$ cat config.mk
export PLATFORM = sky130hd
export DESIGN_NAME = prcfg_bank
export DESIGN_NICKNAME = d
export VERILOG_FILES = /design/src/rtl/prcfg_pkg.sv /design/src/rtl/prcfg_host_dec.sv /design/src/rtl/prcfg_stage.sv /design/src/rtl/prcfg_store.sv /design/src/rtl/prcfg_shadow.sv /design/src/rtl/prcfg_bank.sv
export SDC_FILE = /design/constraint.sdc
export NUM_CORES = 2
export LEC_CHECK = 0
export ABC_CLOCK_PERIOD_IN_PS = 3300
export BUFFER_PORTS_ARGS = -buffer_cell sky130_fd_sc_hd__buf_2
export CORE_MARGIN = 2
export CORE_UTILIZATION = 40
export DETAILED_ROUTE_END_ITERATION = 7
export PLACE_DENSITY_LB_ADDON = 0.05
export SETUP_SLACK_MARGIN = 0.2
export SLEW_MARGIN = 20
export SYNTH_ARGS = -nofsm -noshare
export SYNTH_HDL_FRONTEND = slang
export SYNTH_HIERARCHICAL = 1
export SYNTH_SLANG_ARGS = --single-unit
$ cat constraint.sdc
create_clock -name clk -period 3.3 [get_ports clk]
set_clock_uncertainty 0.15 [all_clocks]
set_input_delay 0.165 -clock clk [delete_from_list [all_inputs] [get_ports clk]]
set_output_delay 0.165 -clock clk [all_outputs]
set_load 0.01 [all_outputs]
$ cat src/rtl/prcfg_pkg.sv
package prcfg_pkg;
  localparam int BUS_AW = 15;
  localparam int BUS_DW = 32;

  localparam logic [BUS_AW-1:0] SAVE_CMD_ADDR = 15'h7FF0;
  localparam logic [BUS_AW-1:0] LOAD_CMD_ADDR = 15'h7FF1;

  typedef enum logic [1:0] {
    SEQ_IDLE = 2'd0,
    SEQ_SAVE = 2'd1,
    SEQ_LOAD = 2'd2
  } seq_op_e;

  // flat field number of field fld in unit unit
  function automatic int unsigned field_addr(input int unsigned unit,
                                             input int unsigned fld,
                                             input int unsigned fpu);
    return unit * fpu + fld;
  endfunction

  // store word holding field idx of slot slot
  function automatic int unsigned store_addr(input int unsigned slot,
                                             input int unsigned idx,
                                             input int unsigned nf);
    return slot * nf + idx;
  endfunction
endpackage

$ cat src/rtl/prcfg_host_dec.sv
module prcfg_host_dec
  import prcfg_pkg::*;
#(
  parameter int NUM_UNITS       = 4,
  parameter int FIELDS_PER_UNIT = 4,
  parameter int FIELD_W         = 8,
  parameter int NUM_SLOTS       = 4,
  localparam int NF     = NUM_UNITS * FIELDS_PER_UNIT,
  localparam int IDX_W  = (NF > 1) ? $clog2(NF) : 1,
  localparam int SLOT_W = (NUM_SLOTS > 1) ? $clog2(NUM_SLOTS) : 1
) (
  input  logic               bus_sel,
  input  logic               bus_rnw,
  input  logic [BUS_AW-1:0]  bus_addr,
  input  logic [BUS_DW-1:0]  bus_wdata,
  input  logic               seq_busy,
  output logic [NF-1:0]      field_we,
  output logic [FIELD_W-1:0] field_wval,
  output logic               save_go,
  output logic               load_go,
  output logic [SLOT_W-1:0]  cmd_slot,
  output logic               rd_hit,
  output logic [IDX_W-1:0]   rd_idx
);
  logic wr_ok;
  logic addr_is_field;
  logic slot_ok;
  logic unused_hi;

  assign wr_ok         = bus_sel && !bus_rnw && !seq_busy;
  assign addr_is_field = 32'(bus_addr) < NF;
  assign cmd_slot      = bus_wdata[SLOT_W-1:0];
  assign slot_ok       = 32'(cmd_slot) < NUM_SLOTS;
  assign field_wval    = bus_wdata[FIELD_W-1:0];
  assign unused_hi     = ^bus_wdata;

  assign save_go = wr_ok && (bus_addr == SAVE_CMD_ADDR) && slot_ok;
  assign load_go = wr_ok && (bus_addr == LOAD_CMD_ADDR) && slot_ok;

  assign rd_hit = bus_sel && bus_rnw && addr_is_field;
  assign rd_idx = bus_addr[IDX_W-1:0];

  for (genvar u = 0; u < NUM_UNITS; u++) begin : g_unit
    for (genvar f = 0; f < FIELDS_PER_UNIT; f++) begin : g_fld
      localparam int unsigned FI = field_addr(u, f, FIELDS_PER_UNIT);
      assign field_we[FI] = wr_ok && (bus_addr == BUS_AW'(FI));
    end
  end
endmodule

$ cat src/rtl/prcfg_stage.sv
module prcfg_stage #(
  parameter int NF      = 16,
  parameter int FIELD_W = 8,
  parameter int IDX_W   = 4,
  localparam int CW     = NF * FIELD_W
) (
  input  logic               clk,
  input  logic               rst_n,
  input  logic [NF-1:0]      field_we,
  input  logic [FIELD_W-1:0] field_wval,
  input  logic               ld_en,
  input  logic [IDX_W-1:0]   ld_idx,
  input  logic [FIELD_W-1:0] ld_val,
  input  logic [IDX_W-1:0]   rd_idx,
  output logic [FIELD_W-1:0] rd_val,
  output logic [CW-1:0]      stage_flat
);
  for (genvar g = 0; g < NF; g++) begin : g_word
    logic [FIELD_W-1:0] q;
    always_ff @(posedge clk or negedge rst_n) begin
      if (!rst_n) begin
        q <= '0;
      end else if (ld_en && (ld_idx == IDX_W'(g))) begin
        q <= ld_val;
      end else if (field_we[g]) begin
        q <= field_wval;
      end
    end
    assign stage_flat[g*FIELD_W +: FIELD_W] = q;
  end

  assign rd_val = stage_flat[rd_idx*FIELD_W +: FIELD_W];
endmodule

$ cat src/rtl/prcfg_store.sv
module prcfg_store
  import prcfg_pkg::*;
#(
  parameter int NF        = 16,
  parameter int NUM_SLOTS = 4,
  parameter int FIELD_W   = 8,
  parameter int IDX_W     = 4,
  parameter int SLOT_W    = 2,
  localparam int CW       = NF * FIELD_W,
  localparam int DEPTH    = NUM_SLOTS * NF,
  localparam int MW       = (DEPTH > 1) ? $clog2(DEPTH) : 1
) (
  input  logic               clk,
  input  logic               rst_n,
  input  logic               save_go,
  input  logic               load_go,
  input  logic [SLOT_W-1:0]  cmd_slot,
  input  logic [CW-1:0]      stage_flat,
  output logic               busy,
  output logic               ld_en,
  output logic [IDX_W-1:0]   ld_idx,
  output logic [FIELD_W-1:0] ld_val,
  output logic               seq_step,
  output logic               seq_done
);
  seq_op_e            op;
  logic [IDX_W-1:0]   idx;
  logic [SLOT_W-1:0]  slot;
  logic [MW-1:0]      mem_addr;
  logic [FIELD_W-1:0] save_word;
  logic [FIELD_W-1:0] mem [DEPTH];

  assign mem_addr  = MW'(store_addr(32'(slot), 32'(idx), NF));
  assign save_word = stage_flat[idx*FIELD_W +: FIELD_W];
  assign seq_step  = (op != SEQ_IDLE);
  assign seq_done  = seq_step && (idx == IDX_W'(NF-1));
  assign busy      = seq_step;

  always_ff @(posedge clk or negedge rst_n) begin
    if (!rst_n) begin
      op   <= SEQ_IDLE;
      idx  <= '0;
      slot <= '0;
    end else if (op == SEQ_IDLE) begin
      idx <= '0;
      if (save_go) begin
        op   <= SEQ_SAVE;
        slot <= cmd_slot;
      end else if (load_go) begin
        op   <= SEQ_LOAD;
        slot <= cmd_slot;
      end
    end else if (seq_done) begin
      op  <= SEQ_IDLE;
      idx <= '0;
    end else begin
      idx <= idx + 1'b1;
    end
  end

  always_ff @(posedge clk or negedge rst_n) begin
    if (!rst_n) begin
      for (int i = 0; i < DEPTH; i++) mem[i] <= '0;
    end else if (op == SEQ_SAVE) begin
      mem[mem_addr] <= save_word;
    end
  end

  assign ld_en  = (op == SEQ_LOAD);
  assign ld_idx = idx;
  assign ld_val = mem[mem_addr];
endmodule

$ cat src/rtl/prcfg_shadow.sv
module prcfg_shadow #(
  parameter int CW = 128
) (
  input  logic          clk,
  input  logic          rst_n,
  input  logic          update,
  input  logic [CW-1:0] stage_flat,
  output logic [CW-1:0] cfg_bus
);
  always_ff @(posedge clk or negedge rst_n) begin
    if (!rst_n) cfg_bus <= '0;
    else if (update) cfg_bus <= stage_flat;
  end
endmodule

$ cat src/rtl/prcfg_bank.sv
module prcfg_bank
  import prcfg_pkg::*;
#(
  parameter int NUM_UNITS       = 4,
  parameter int FIELDS_PER_UNIT = 4,
  parameter int FIELD_W         = 8,
  parameter int NUM_SLOTS       = 4,
  localparam int NF     = NUM_UNITS * FIELDS_PER_UNIT,
  localparam int IDX_W  = (NF > 1) ? $clog2(NF) : 1,
  localparam int SLOT_W = (NUM_SLOTS > 1) ? $clog2(NUM_SLOTS) : 1,
  localparam int CW     = NF * FIELD_W
) (
  input  logic          clk,
  input  logic          rst_n,
  input  logic          bus_sel,
  input  logic          bus_rnw,
  input  logic [14:0]   bus_addr,
  input  logic [31:0]   bus_wdata,
  output logic [31:0]   bus_rdata,
  input  logic          update,
  output logic          busy,
  output logic [CW-1:0] cfg_bus
);
  logic [NF-1:0]      field_we;
  logic [FIELD_W-1:0] field_wval;
  logic               save_go;
  logic               load_go;
  logic [SLOT_W-1:0]  cmd_slot;
  logic               rd_hit;
  logic [IDX_W-1:0]   rd_idx;
  logic [FIELD_W-1:0] rd_val;
  logic [CW-1:0]      stage_flat;
  logic               ld_en;
  logic [IDX_W-1:0]   ld_idx;
  logic [FIELD_W-1:0] ld_val;
  logic               seq_step;
  logic               seq_done;

  prcfg_host_dec #(
    .NUM_UNITS(NUM_UNITS), .FIELDS_PER_UNIT(FIELDS_PER_UNIT),
    .FIELD_W(FIELD_W), .NUM_SLOTS(NUM_SLOTS)
  ) u_dec (
    .bus_sel(bus_sel), .bus_rnw(bus_rnw), .bus_addr(bus_addr),
    .bus_wdata(bus_wdata), .seq_busy(busy),
    .field_we(field_we), .field_wval(field_wval),
    .save_go(save_go), .load_go(load_go), .cmd_slot(cmd_slot),
    .rd_hit(rd_hit), .rd_idx(rd_idx)
  );

  prcfg_stage #(.NF(NF), .FIELD_W(FIELD_W), .IDX_W(IDX_W)) u_stage (
    .clk(clk), .rst_n(rst_n),
    .field_we(field_we), .field_wval(field_wval),
    .ld_en(ld_en), .ld_idx(ld_idx), .ld_val(ld_val),
    .rd_idx(rd_idx), .rd_val(rd_val), .stage_flat(stage_flat)
  );

  prcfg_store #(
    .NF(NF), .NUM_SLOTS(NUM_SLOTS), .FIELD_W(FIELD_W),
    .IDX_W(IDX_W), .SLOT_W(SLOT_W)
  ) u_store (
    .clk(clk), .rst_n(rst_n),
    .save_go(save_go), .load_go(load_go), .cmd_slot(cmd_slot),
    .stage_flat(stage_flat), .busy(busy),
    .ld_en(ld_en), .ld_idx(ld_idx), .ld_val(ld_val),
    .seq_step(seq_step), .seq_done(seq_done)
  );

  prcfg_shadow #(.CW(CW)) u_shadow (
    .clk(clk), .rst_n(rst_n), .update(update),
    .stage_flat(stage_flat), .cfg_bus(cfg_bus)
  );

  always_ff @(posedge clk or negedge rst_n) begin
    if (!rst_n) bus_rdata <= '0;
    else if (rd_hit) bus_rdata <= 32'(rd_val);
    else bus_rdata <= '0;
  end
endmodule

==> impl_results.md <==
* Status: completed
* Hold Crit Depth at 2
* Clock transition at path regs at 0.06 ns
* Worst Path Buf+Inv at 6
* HPWL Detailed at 82.1 mm
* P_leak at 21.2 nW
* Max_cap viols at 0
* Syn-to-layout area delta at 18.7%
* CTS root buffer: clkbuf_16
* Crit-path max cell delay at 0.52 ns
* CP Depth at 12
* CTS tree: done
* Number of top-level pins at 213
* Post-route cell area at 0.0452 mm2
* Routed Antenna Nets at 0
* Worst hold path type: input port to flop
* Max Fclk at 317 MHz
* Vias in the first global route at 26800
* Met2 WL at 55.5 mm
* Total track usage at 0.249
* Warnings, synthesis at 6
* Crit path max-delay cell type: mux4_2
* WP data arrival at 3.53 ns
* CP max FO at 16
* Total gr overflow at 0
* Data required, critical path at 3.67 ns
* Fin crit share at 0.956
* Initial Utilization at 0.402
* CP endpoint kind: flop
* GPL Wtd Cong at 0.831
* Core ar. at 0.0947 mm2
* Final WL at 124 mm
* Crit path max-delay family: buffers and inverters
* Crit Path Class: flop to flop
* Die width at 313 um
* Cell count after synthesis at 3031
* Max Used Layer: met4
* Via count at 25900
* Max Slew Vio Count at 0
* Final nets at 3326
* Utilization after layout at 0.477
* Slew HR at 0.382
* Cell mode on critical path: buf_6
* Pre-CTS WS at -0.105 ns
* Layout Cells excl Fill at 4611
* Final worst slack at 0.144 ns
* R2r worst-path depth at 12
* Remaining DRCs at 0
* Dpl cell area at 0.0413 mm2
* CTS max path bufs at 3
* PortBufs at 164
* CTS HTree Levels at 3
* Vias per std cell at 5.63
* Die area at 0.0977 mm2
* Worst-path cell chain: buf_8 > buf_12 > buf_6 > mux4_2 > nor2_1 > nor4_1 > nor4_4 > buf_4 > nand4_1 > buf_6 > clkbuf_16 > mux2_4
* Die Span Y at 313 um
* Placed cells at 4414
* Drt first pass iters at 7
* Post-Syn Area per Cell at 12.6 um2
* Initial antenna violation count at 4
* Clock sinks at 784
* Pwr/cell area at 449 mW/mm2
* Largest net degree at the start of global routing at 116
* Worst skew pair latency at 0.65 ns
* Startpoint types: flop
* Routed len/inst at 26.8 um
* Number of DRC markers in iteration 0 at 2050
* Final Hold Viols at 0
* First-pass GRT wire length at 182 mm
* WL met3 at 8.40 mm
* M1 WL at 57.1 mm
* Final Setup Violations at 0
* Post-Syn Area at 0.0381 mm2
* RSZ-0062 raised after global routing: yes
* Site row count at 113
* Layout cells sized above 1 at 0.450
* Setup TNS at 0 ns
* Num CTS Buffers at 88
* Peak VDD IR at 364 uV
* Tmin final at 3.16 ns
* Worst-Margin Slew at 0.918 ns
==> layout by cell type (no fill, tap or decap), types with 41 or more instances in the layout <==
cell type,instances
nand2_1,215
mux4_2,95
o21ai_0,172
clkbuf_16,96
buf_2,162
mux2_2,732
a21oi_1,92
buf_4,170
nor2_1,163
mux2i_1,41
buf_12,52
a211oi_1,41
nor2b_1,42
a22oi_1,67
dfrtp_1,781
==> where the power goes <==
part           total [W]  switching (W)  internal (W)
clock             0.0102        0.00410       0.00614
combinational   0.000442       0.000340      0.000101
sequential       0.00962    0.000000915       0.00962
==> final timing paths <==
path | slack [ns] | from | endpoint
worst min-delay path | 0.09 | bus_wdata[1] | u_store/slot[1]
worst max register to register | 0.14 | u_store/ld_idx[0] | u_stage/g_word[4].q[6]
worst min register to register | 0.32 | u_store/mem[299] | u_store/mem[299]
max in group asynchronous | 1.34 | rst_n | u_store/mem[413]
worst max-delay path | 0.14 | u_store/ld_idx[0] | u_stage/g_word[4].q[6]
min in group asynchronous | 0.54 | rst_n | u_store/mem[95]
==> routing by layer <==
metal  GRT usage  up-vias
li1            -    11400
met1       0.361    13600
met2       0.379      767
met3      0.0516      167
met4      0.0676        0
met5           0        -
==> metrics by stage <==
step | power (W) | hold slack, ns
6_report | 0.0203 | 0.0935
5_1_grt | 0.0210 | 0.0466
4_1_cts | 0.0206 | 0.0119
3_5_place_dp | 0.0102 | 0.0647
3_3_place_gp | 0.0102 | 0.0513
2_1_floorplan | 0.00997 | -0.281
==> final cells by class <==
cell class / count / area, um2
Timing Repair Buffer: 415 / 3660
Multi-Input combinational cell: 1977 / 17300
Clock buffer: 131 / 2640
Fill cell: 8521 / 49500
Clock inverter: 29 / 365
Inverter: 7 / 26.3
Tap cell: 1265 / 1580
Antenna cell: 3 / 7.51
Sequential cell: 784 / 19600
==> sequential cells by signal (all words and copies together) (netlist names) <==
register	flops
u_store/ld_idx	4
u_store/op	2
u_store/mem	512
u_store/slot	2
bus_rdata	8
u_stage/g_word.q	128
u_shadow/cfg_bus	128
==> what timing repair did <==
action                     in CTS  in global routing
hold endpoints to repair      484                  0
setup endpoints to repair     207                188
resized for setup              26                 50
gates cloned                    4                  5
pin swaps                       0                  8
buffers inserted                3                 13
hold buffers                    9                  0
No activity file was read; power rests on OpenSTA's default activity.
